[config.mk]
export PLATFORM = sky130hd
export DESIGN_NAME = serial_shift_engine
export DESIGN_NICKNAME = d
export VERILOG_FILES = /design/src/rtl/sse_pkg.sv /design/src/rtl/sse_ctl.sv /design/src/rtl/sse_tx.sv /design/src/rtl/sse_rx.sv /design/src/rtl/serial_shift_engine.sv
export SDC_FILE = /design/constraint.sdc
export NUM_CORES = 1
export LEC_CHECK = 0
export ABC_AREA = 1
export BUFFER_PORTS_ARGS = -buffer_cell sky130_fd_sc_hd__buf_2
export CAP_MARGIN = 5
export CORE_MARGIN = 2
export CORE_UTILIZATION = 35
export CTS_CLUSTER_SIZE = 12
export DETAILED_ROUTE_END_ITERATION = 10
export GPL_TIMING_DRIVEN = 0
export PLACE_DENSITY = 0.52
export REMOVE_ABC_BUFFERS = 1
export SYNTH_ARGS = -nofsm -noshare
export SYNTH_HDL_FRONTEND = slang
export SYNTH_HIERARCHICAL = 1
export SYNTH_SLANG_ARGS = --single-unit
export TNS_END_PERCENT = 30
[constraint.sdc]
create_clock -name clk -period 2.9 [get_ports clk]
set_input_delay 0.725 -clock clk [delete_from_list [all_inputs] [get_ports clk]]
set_output_delay 0.725 -clock clk [all_outputs]
set_load 0.03 [all_outputs]
[src/rtl/sse_pkg.sv]
package sse_pkg;

    typedef enum logic [1:0] {
        ST_IDLE  = 2'd0,
        ST_LOAD  = 2'd1,
        ST_LEAD  = 2'd2,
        ST_TRAIL = 2'd3
    } sse_state_e;

    // Field order follows the opcode bit positions 6..0
    typedef struct packed {
        logic tms_en;     // bit 6
        logic rd_en;      // bit 5
        logic wr_en;      // bit 4
        logic lsb_first;  // bit 3
        logic rd_fall;    // bit 2
        logic bit_mode;   // bit 1
        logic wr_fall;    // bit 0
    } sse_flags_t;

    function automatic sse_flags_t sse_decode(input logic [7:0] op);
        sse_flags_t f;
        f = sse_flags_t'(op[6:0]);
        return f;
    endfunction

    function automatic logic sse_is_shift(input logic [7:0] op);
        return ~op[7];
    endfunction

endpackage

[src/rtl/sse_ctl.sv]
module sse_ctl
    import sse_pkg::*;
#(
    parameter int DW = 8,
    parameter int LW = 16
) (
    input  logic                          clk,
    input  logic                          rst_n,
    input  logic                          tick,
    input  logic                          cmd_valid,
    input  logic [7:0]                    cmd_opcode,
    input  logic [LW-1:0]                 cmd_length,
    input  logic                          idle_high,
    input  logic                          tx_valid,
    output logic                          tx_ready,
    output logic                          sclk,
    output logic                          busy,
    output sse_flags_t                    flags,
    output logic [((DW>1)?$clog2(DW):1)-1:0] bit_idx,
    output logic [((DW>1)?$clog2(DW):1)-1:0] nbits_m1,
    output logic                          load_o,
    output logic                          launch_o,
    output logic                          sample_o,
    output logic                          emit_o
);
    localparam int IW = (DW > 1) ? $clog2(DW) : 1;
    localparam logic [IW-1:0] LAST_IDX = IW'(DW - 1);

    sse_state_e      state_q, state_d;
    sse_flags_t      flags_q;
    logic            idle_q;
    logic            sclk_q;
    logic [IW-1:0]   bit_idx_q;
    logic [IW-1:0]   nbits_m1_q;
    logic [LW-1:0]   bytes_left_q;

    logic            accept;
    logic            needs_tx;
    logic            edge_go;
    logic            edge_is_fall;
    logic            last_bit;
    logic            last_byte;

    assign accept    = (state_q == ST_IDLE) && cmd_valid && sse_is_shift(cmd_opcode);
    assign needs_tx  = flags_q.wr_en | flags_q.tms_en;
    assign last_bit  = (bit_idx_q == nbits_m1_q);
    assign last_byte = (bytes_left_q == '0);

    // State register
    always_ff @(posedge clk or negedge rst_n) begin
        if (!rst_n) begin
            state_q <= ST_IDLE;
        end else begin
            state_q <= state_d;
        end
    end

    // Next-state logic
    always_comb begin
        state_d = state_q;
        unique case (state_q)
            ST_IDLE: begin
                if (accept) state_d = ST_LOAD;
            end
            ST_LOAD: begin
                if (!needs_tx || tx_valid) state_d = ST_LEAD;
            end
            ST_LEAD: begin
                if (tick) state_d = ST_TRAIL;
            end
            ST_TRAIL: begin
                if (tick) begin
                    if (!last_bit)      state_d = ST_LEAD;
                    else if (last_byte) state_d = ST_IDLE;
                    else                state_d = ST_LOAD;
                end
            end
            default: state_d = ST_IDLE;
        endcase
    end

    // Edge strobes
    always_comb begin
        edge_go      = ((state_q == ST_LEAD) || (state_q == ST_TRAIL)) && tick;
        edge_is_fall = (state_q == ST_LEAD) ? idle_q : ~idle_q;
        launch_o     = edge_go && (edge_is_fall == flags_q.wr_fall);
        sample_o     = edge_go && flags_q.rd_en && (edge_is_fall == flags_q.rd_fall);
        emit_o       = (state_q == ST_TRAIL) && tick && last_bit && flags_q.rd_en;
        tx_ready     = (state_q == ST_LOAD) && needs_tx;
        load_o       = tx_ready && tx_valid;
    end

    // Datapath registers
    always_ff @(posedge clk or negedge rst_n) begin
        if (!rst_n) begin
            flags_q      <= '0;
            idle_q       <= 1'b0;
            sclk_q       <= 1'b0;
            bit_idx_q    <= '0;
            nbits_m1_q   <= '0;
            bytes_left_q <= '0;
        end else begin
            unique case (state_q)
                ST_IDLE: begin
                    sclk_q <= idle_high;
                    if (accept) begin
                        flags_q   <= sse_decode(cmd_opcode);
                        idle_q    <= idle_high;
                        bit_idx_q <= '0;
                        if (cmd_opcode[1]) begin
                            nbits_m1_q   <= cmd_length[IW-1:0];
                            bytes_left_q <= '0;
                        end else begin
                            nbits_m1_q   <= LAST_IDX;
                            bytes_left_q <= cmd_length;
                        end
                    end
                end
                ST_LOAD: begin
                    sclk_q <= idle_q;
                end
                ST_LEAD: begin
                    if (tick) sclk_q <= ~idle_q;
                end
                ST_TRAIL: begin
                    if (tick) begin
                        sclk_q <= idle_q;
                        if (last_bit) begin
                            bit_idx_q <= '0;
                            if (!last_byte) bytes_left_q <= bytes_left_q - 1'b1;
                        end else begin
                            bit_idx_q <= bit_idx_q + 1'b1;
                        end
                    end
                end
                default: sclk_q <= idle_q;
            endcase
        end
    end

    assign sclk     = sclk_q;
    assign busy     = (state_q != ST_IDLE);
    assign flags    = flags_q;
    assign bit_idx  = bit_idx_q;
    assign nbits_m1 = nbits_m1_q;

    // clock edges only on enabled ticks while a command runs
    p_sclk_on_tick_r3: assert property (@(posedge clk) disable iff (!rst_n)
        (($past(state_q) != ST_IDLE) && !$stable(sclk_q)) |-> $past(tick));

    // configuration of a running command cannot be replaced
    p_no_accept_busy_r2: assert property (@(posedge clk) disable iff (!rst_n)
        (state_q != ST_IDLE) |=> $stable(flags_q));

    // a byte is only taken while waiting in LOAD
    p_load_in_wait_r10: assert property (@(posedge clk) disable iff (!rst_n)
        load_o |=> (state_q == ST_LEAD));

endmodule

[src/rtl/sse_tx.sv]
module sse_tx #(
    parameter int DW = 8
) (
    input  logic                          clk,
    input  logic                          rst_n,
    input  logic                          load,
    input  logic [DW-1:0]                 load_data,
    input  logic                          launch,
    input  logic [((DW>1)?$clog2(DW):1)-1:0] bit_idx,
    input  logic                          wr_en,
    input  logic                          tms_en,
    input  logic                          lsb_first,
    output logic                          dout,
    output logic                          tms
);
    logic [DW-1:0] byte_q;
    logic [DW-1:0] byte_rev;
    logic          data_bit;

    // Mirrored copy so both orders use the same index
    for (genvar g = 0; g < DW; g++) begin : g_mirror
        assign byte_rev[g] = byte_q[DW-1-g];
    end

    assign data_bit = lsb_first ? byte_q[bit_idx] : byte_rev[bit_idx];

    always_ff @(posedge clk or negedge rst_n) begin
        if (!rst_n) begin
            byte_q <= '0;
            dout   <= 1'b0;
            tms    <= 1'b0;
        end else begin
            if (load) byte_q <= load_data;
            if (launch && wr_en)  dout <= data_bit;
            if (launch && tms_en) tms  <= byte_q[bit_idx];
        end
    end

endmodule

[src/rtl/sse_rx.sv]
module sse_rx #(
    parameter int DW = 8
) (
    input  logic                          clk,
    input  logic                          rst_n,
    input  logic                          sample,
    input  logic                          din,
    input  logic                          emit,
    input  logic                          lsb_first,
    input  logic [((DW>1)?$clog2(DW):1)-1:0] nbits_m1,
    output logic [DW-1:0]                 rx_data,
    output logic                          rx_valid
);
    localparam int IW = (DW > 1) ? $clog2(DW) : 1;
    localparam logic [IW-1:0] LAST_IDX = IW'(DW - 1);

    logic [DW-1:0] cap_q;
    logic [DW-1:0] cap_next;
    logic [IW-1:0] justify_sh;

    always_comb begin
        cap_next = cap_q;
        if (sample) begin
            if (lsb_first) cap_next = {din, cap_q[DW-1:1]};
            else           cap_next = {cap_q[DW-2:0], din};
        end
        justify_sh = LAST_IDX - nbits_m1;
    end

    always_ff @(posedge clk or negedge rst_n) begin
        if (!rst_n) begin
            cap_q    <= '0;
            rx_data  <= '0;
            rx_valid <= 1'b0;
        end else if (emit) begin
            rx_data  <= lsb_first ? (cap_next >> justify_sh) : cap_next;
            rx_valid <= 1'b1;
            cap_q    <= '0;
        end else begin
            rx_valid <= 1'b0;
            cap_q    <= cap_next;
        end
    end

    // one strobe per finished byte, never back to back
    p_rx_pulse_r9: assert property (@(posedge clk) disable iff (!rst_n)
        rx_valid |=> !rx_valid);

endmodule

[src/rtl/serial_shift_engine.sv]
module serial_shift_engine
    import sse_pkg::*;
#(
    parameter int DW = 8,
    parameter int LW = 16
) (
    input  logic          clk,
    input  logic          rst_n,
    input  logic          tick,
    input  logic          cmd_valid,
    input  logic [7:0]    cmd_opcode,
    input  logic [LW-1:0] cmd_length,
    input  logic          idle_high,
    input  logic [DW-1:0] tx_data,
    input  logic          tx_valid,
    output logic          tx_ready,
    input  logic          din,
    output logic          sclk,
    output logic          dout,
    output logic          tms,
    output logic [DW-1:0] rx_data,
    output logic          rx_valid,
    output logic          busy
);
    localparam int IW = (DW > 1) ? $clog2(DW) : 1;

    sse_flags_t    flags;
    logic [IW-1:0] bit_idx;
    logic [IW-1:0] nbits_m1;
    logic          load_s, launch_s, sample_s, emit_s;

    sse_ctl #(.DW(DW), .LW(LW)) u_ctl (
        .clk        (clk),
        .rst_n      (rst_n),
        .tick       (tick),
        .cmd_valid  (cmd_valid),
        .cmd_opcode (cmd_opcode),
        .cmd_length (cmd_length),
        .idle_high  (idle_high),
        .tx_valid   (tx_valid),
        .tx_ready   (tx_ready),
        .sclk       (sclk),
        .busy       (busy),
        .flags      (flags),
        .bit_idx    (bit_idx),
        .nbits_m1   (nbits_m1),
        .load_o     (load_s),
        .launch_o   (launch_s),
        .sample_o   (sample_s),
        .emit_o     (emit_s)
    );

    sse_tx #(.DW(DW)) u_tx (
        .clk       (clk),
        .rst_n     (rst_n),
        .load      (load_s),
        .load_data (tx_data),
        .launch    (launch_s),
        .bit_idx   (bit_idx),
        .wr_en     (flags.wr_en),
        .tms_en    (flags.tms_en),
        .lsb_first (flags.lsb_first),
        .dout      (dout),
        .tms       (tms)
    );

    sse_rx #(.DW(DW)) u_rx (
        .clk       (clk),
        .rst_n     (rst_n),
        .sample    (sample_s),
        .din       (din),
        .emit      (emit_s),
        .lsb_first (flags.lsb_first),
        .nbits_m1  (nbits_m1),
        .rx_data   (rx_data),
        .rx_valid  (rx_valid)
    );

    // data-out moves only together with a clock edge
    p_dout_on_edge_r4: assert property (@(posedge clk) disable iff (!rst_n)
        !$stable(dout) |-> !$stable(sclk));

    // mode-select moves only together with a clock edge
    p_tms_on_edge_r8: assert property (@(posedge clk) disable iff (!rst_n)
        !$stable(tms) |-> !$stable(sclk));

endmodule

After elaboration in Yosys (flattened, before gate mapping):

Index checks and enable logic that the tools add are counted.

* add/subtract/negate cells: 3
* shift operators: 1
* eq/ne operators: 12
* mux-type cells: 32
* reduce and logical (&&, ||, !) cells: 25
* bitwise operators: 3
* order comparisons: 1

Operator list (count)
* $mux 16: 5
* $mux 8: 4
* $pmux 16 s2: 1
* $logic_not 16->1: 1
* $sub 16x1->16 const B: 1
* $logic_and 1x1->1: 13
* $mux 3: 4
* $mux 2: 5
* $mux 1: 8
* $pmux 2 s4: 1
* $shr 8x3->8: 1
* $bmux 1 s3: 2
* $ne 2x1->1 const B: 3
* $ne 2x2->1 const B: 3
* $pmux 3 s2: 1
* $reduce_and 5->1: 1
* $eq 2x2->1 const B: 2
* $lt 3x4->1 const B: 1
* $pmux 1 s4: 1
* $reduce_and 2->1: 2
* $reduce_and 4->1: 1
* $reduce_bool 2->1: 2
* $add 3x1->3 const B: 1
* $eq 3x3->1: 1
* other kinds (9): 12

* register bits after elaboration: 59
* output and inout bits: 14
* bits of input ports: 39

Logic depth before layout (Yosys ltp):

* word-level depth: 8
* mapped depth: 15

Cells and area by module:

The synthesis kept the hierarchy.

By module, submodules not included
* sse_ctl: cells each 320, times used 1, area an instance 2089.5 um^2, sequential area each 825.8 um^2
* sse_rx: cells each 165, times used 1, area an instance 1173.6 um^2, sequential area each 425.4 um^2
* sse_tx: cells each 77, times used 1, area an instance 554.3 um^2, sequential area each 250.2 um^2

Worst setup path before layout:

OpenSTA, ideal clock, no wires.

* path type: register to register
* from: reg u_ctl.state_q[1]
* to: reg u_rx.rx_data[1]
* path buffers: 1
* clock period less this slack: 2.353 ns
* arrival: 2.235 ns
* setup time: 0.118 ns
* cell stages (with the launch flop): 15
* setup slack: 0.547 ns
* path through: dfrtp_1 inv_1 o21ai_0 nand2_1 xnor2_1 nor4_1 buf_6 nand3_2 and2_1 nand2_1 nand2_1 inv_1 nand2_1 nor2_1 nor2_1

* cells in the longest elaborated chain, start to end: 8
* elaborated cells between the ends (all ways): 14

Ends and longest elaborated chain
* start: declaration: line sse_ctl.sv:29 `sse_state_e state_q, state_d;`
* start signal: assignment: line sse_ctl.sv:54 `state_q <= state_d;`
* $eq 2x2->1 (on tied branches): line sse_ctl.sv:84, sse_ctl.sv:85
* $logic_or 1x1->1: line sse_ctl.sv:84 `edge_go = ((state_q == ST_LEAD) || (state_q == ST_TRAIL)) && tick;`
* $logic_and 1x1->1: line sse_ctl.sv:84
* $logic_and 1x1->1: line sse_ctl.sv:87 `sample_o = edge_go && flags_q.rd_en && (edge_is_fall == flags_q.rd_fall);`
* $logic_and 1x1->1 (*): line sse_ctl.sv:87
* via sample_s: line serial_shift_engine.sv:30 `logic load_s, launch_s, sample_s, emit_s;`
* $mux 8 (*): line sse_rx.sv:23 `if (sample) begin`
* $shr 8x3->8: line sse_rx.sv:36 `rx_data <= lsb_first ? (cap_next >> justify_sh) : cap_next;`
* $mux 8 (*): line sse_rx.sv:36
* end signal: assignment: line sse_rx.sv:36
* end: declaration: line sse_rx.sv:11 `output logic [DW-1:0] rx_data,`

The timed path passes the listed nets; every way through them passes the cells marked *.
A chain may end at the register's enable or synchronous reset.

Worst setup path after layout:

* from: reg u_ctl.state_q[1]
* to: reg u_rx.rx_data[3]

Same word-level chain as after synthesis.

==> flow_summary.toml <==
[sta]
finalCritPeriodShare = 0.884
hold_violations = 0
drv_slew = 0
setup_viol = 0
fmax_mhz = 390
tns_ns = 0
rsz0062_at_grt = "false"
worst_pin_slew_ns = 0.948
period_needed_ns = 2.56
max_slew_margin = 0.365
hold_ws_ns = 0.450
fin_skew_ns = 0.0147

[power_and_ir_drop]
irDropWorstVdd_mv = 0.503
power.leakage_nw = 2.36
p_per_area_mw_per_mm2 = 1020

[floorplanning]
dieArea_sq_mm = 0.0117
die_x_microns = 108
initial_core_util = 0.363
die-height_microns = 108
core_sq_mm = 0.0104
rows = 37
pin_count = 53

[routing]
drt_iter0_markers = 145
wire_per_inst_microns = 12.1
vias = 3619
drt_pass1_iterations = 4
final_antenna_net_count = 0
vias_per_cell = 4.82
wl_mm = 9.10
post-route-drc-count = 0

[worst_setup_path]
crit_top_cell = "nand2_1"
slowest_delay_ns = 0.52
cpMaxStageDelayCell = "dfrtp_1"
required_ns = 3.17
critPathBufInv = 2
worstSetupPathType = "flip-flop to flip-flop"
end_kind = "flip-flop"
crit_family = "simple AND/OR/NAND/NOR gates"
crit_fanout = 6
cp_cell_sequence = "inv_1 > o21ai_0 > nand2_1 > xnor2_1 > nor4_4 > buf_4 > or2_1 > nand3_1 > nor2_1 > a21oi_1 > o21ai_1 > nand2_1 > nand2_1"
critPathLaunchType = "flip-flop"
arrival_ns = 2.84

[place]
finalWeightedCongestion = 0.868
dpl.hpwl_mm = 6.62
io_buffers = 52
placed_cell_area_sq_mm = 0.00414

[logic_synthesis]
syn_area_sq_mm = 0.00378
postSynthAreaPerCell_sq_um = 6.77
yosysWarnings = 6
syn_inst = 559

[global_route]
overflow = 0
grt_max_degree = 60
antenna_found_initial = 0
grt_pass1_vias = 3528
grt_pass1_wl_mm = 16.1
grt_usage = 0.173

[cts]
cts_root_buf = "clkbuf_8"
cts_tree = "built"
clkTransAtPathRegs_ns = 0.07
clockBufferDepth = 2
clock-sinks = 59
clkLatencyLatePin_ns = 0.34
htree_levels = 3
cts_made_buffers = 9

[layout]
fin_nets = 652
final_cell_mix = "nand2_1, nand3_1, dfrtp_1, inv_1"
diodes = 0
stdcell_area_sq_mm = 0.00434
layout_commonest_cell = "nand2_1"
drive_gt1_frac = 0.167
area_delta_synth_final_pct = 14.6

[outcome]
outcome = "complete, no violations"

[min_path]
hold_class = "input port to async pin"

[job]
drv_cap = 0
[metrics by stage]
| step | total power [mW] | utilization | worst slack [ns] | cells |
|---|---|---|---|---|
| after floorplan | 3.14 | - | -0.288 | 544 |
| after CTS | 4.47 | 0.415 | 0.148 | 750 |
| after detailed placement | 3.74 | 0.397 | 0.176 | 735 |
| after global routing | 4.92 | 0.416 | 0.0371 | 751 |
| final | 4.44 | 0.416 | 0.337 | 751 |
| after global placement | 3.69 | 0.394 | -1.22 | 732 |
[power by group]
part | leakage, nW | total (mW) | internal [mW] | switching [mW]
combinational | 1.56 | 2.32 | 0.812 | 1.51
sequential | 0.709 | 1.42 | 1.11 | 0.312
clock | 0.0953 | 0.701 | 0.373 | 0.328
total | 2.36 | 4.44 | 2.29 | 2.15
[registers in the layout (all words and copies together), names as in the netlist]
signal and flops:
u_tx/dout 1, u_ctl/bit_idx 3, u_ctl/sclk 1, u_rx/rx_valid 1, u_ctl/idle_q 1, u_ctl/flags 6, u_ctl/bytes_left_q 16, u_tx/byte_q 8
u_ctl/state_q 2, u_ctl/nbits_m1 3, u_rx/rx_data 8, u_rx/cap_q 8, u_tx/tms 1
[final cells by class]
type,count,area (sq um)
clock inverter,2,10.0
tap,136,170
inverter,59,228
timing repair buffer,56,294
fill,1138,6080
multi-input combinational,426,1990
clock buffer,13,169
sequential,59,1480
[final timing paths]
| check | start | end | slack (ns) | depth (start not counted) |
|---|---|---|---|---|
| max reg2reg | u_ctl/state_q[1]$_DFFE_PN0P_ | u_rx/rx_data[3]$_DFFE_PN0P_ | 0.34 | 13 |
| max in group asynchronous | rst_n | u_rx/rx_data[7]$_DFFE_PN0P_ | 1.91 | 1 |
| min reg2reg | u_rx/rx_data[3]$_DFFE_PN0P_ | u_rx/rx_data[3]$_DFFE_PN0P_ | 0.49 | 2 |
| min in group clk | u_rx/rx_data[3]$_DFFE_PN0P_ | u_rx/rx_data[3]$_DFFE_PN0P_ | 0.49 | 2 |
| max | u_ctl/state_q[1]$_DFFE_PN0P_ | u_rx/rx_data[3]$_DFFE_PN0P_ | 0.34 | 13 |
| min | rst_n | u_tx/byte_q[2]$_DFFE_PN0P_ | 0.45 | 1 |
[repair_timing]
action,CTS,global route
setup buffers,0,1
hold buffers,0,0
setup endpoints to repair,0,4
resized for setup,0,1
[routing by layer]
metal / part of all wire / track usage / wire length, microns
met1: 0.48 / 0.224 / 4370
met2: 0.48 / 0.289 / 4380
met3: 0.035 / 0.0344 / 314
met4: 0.0042 / 0.0577 / 38
met5: 0 / 0 / 0
Note: power is estimated with default switching activity, not from simulation.
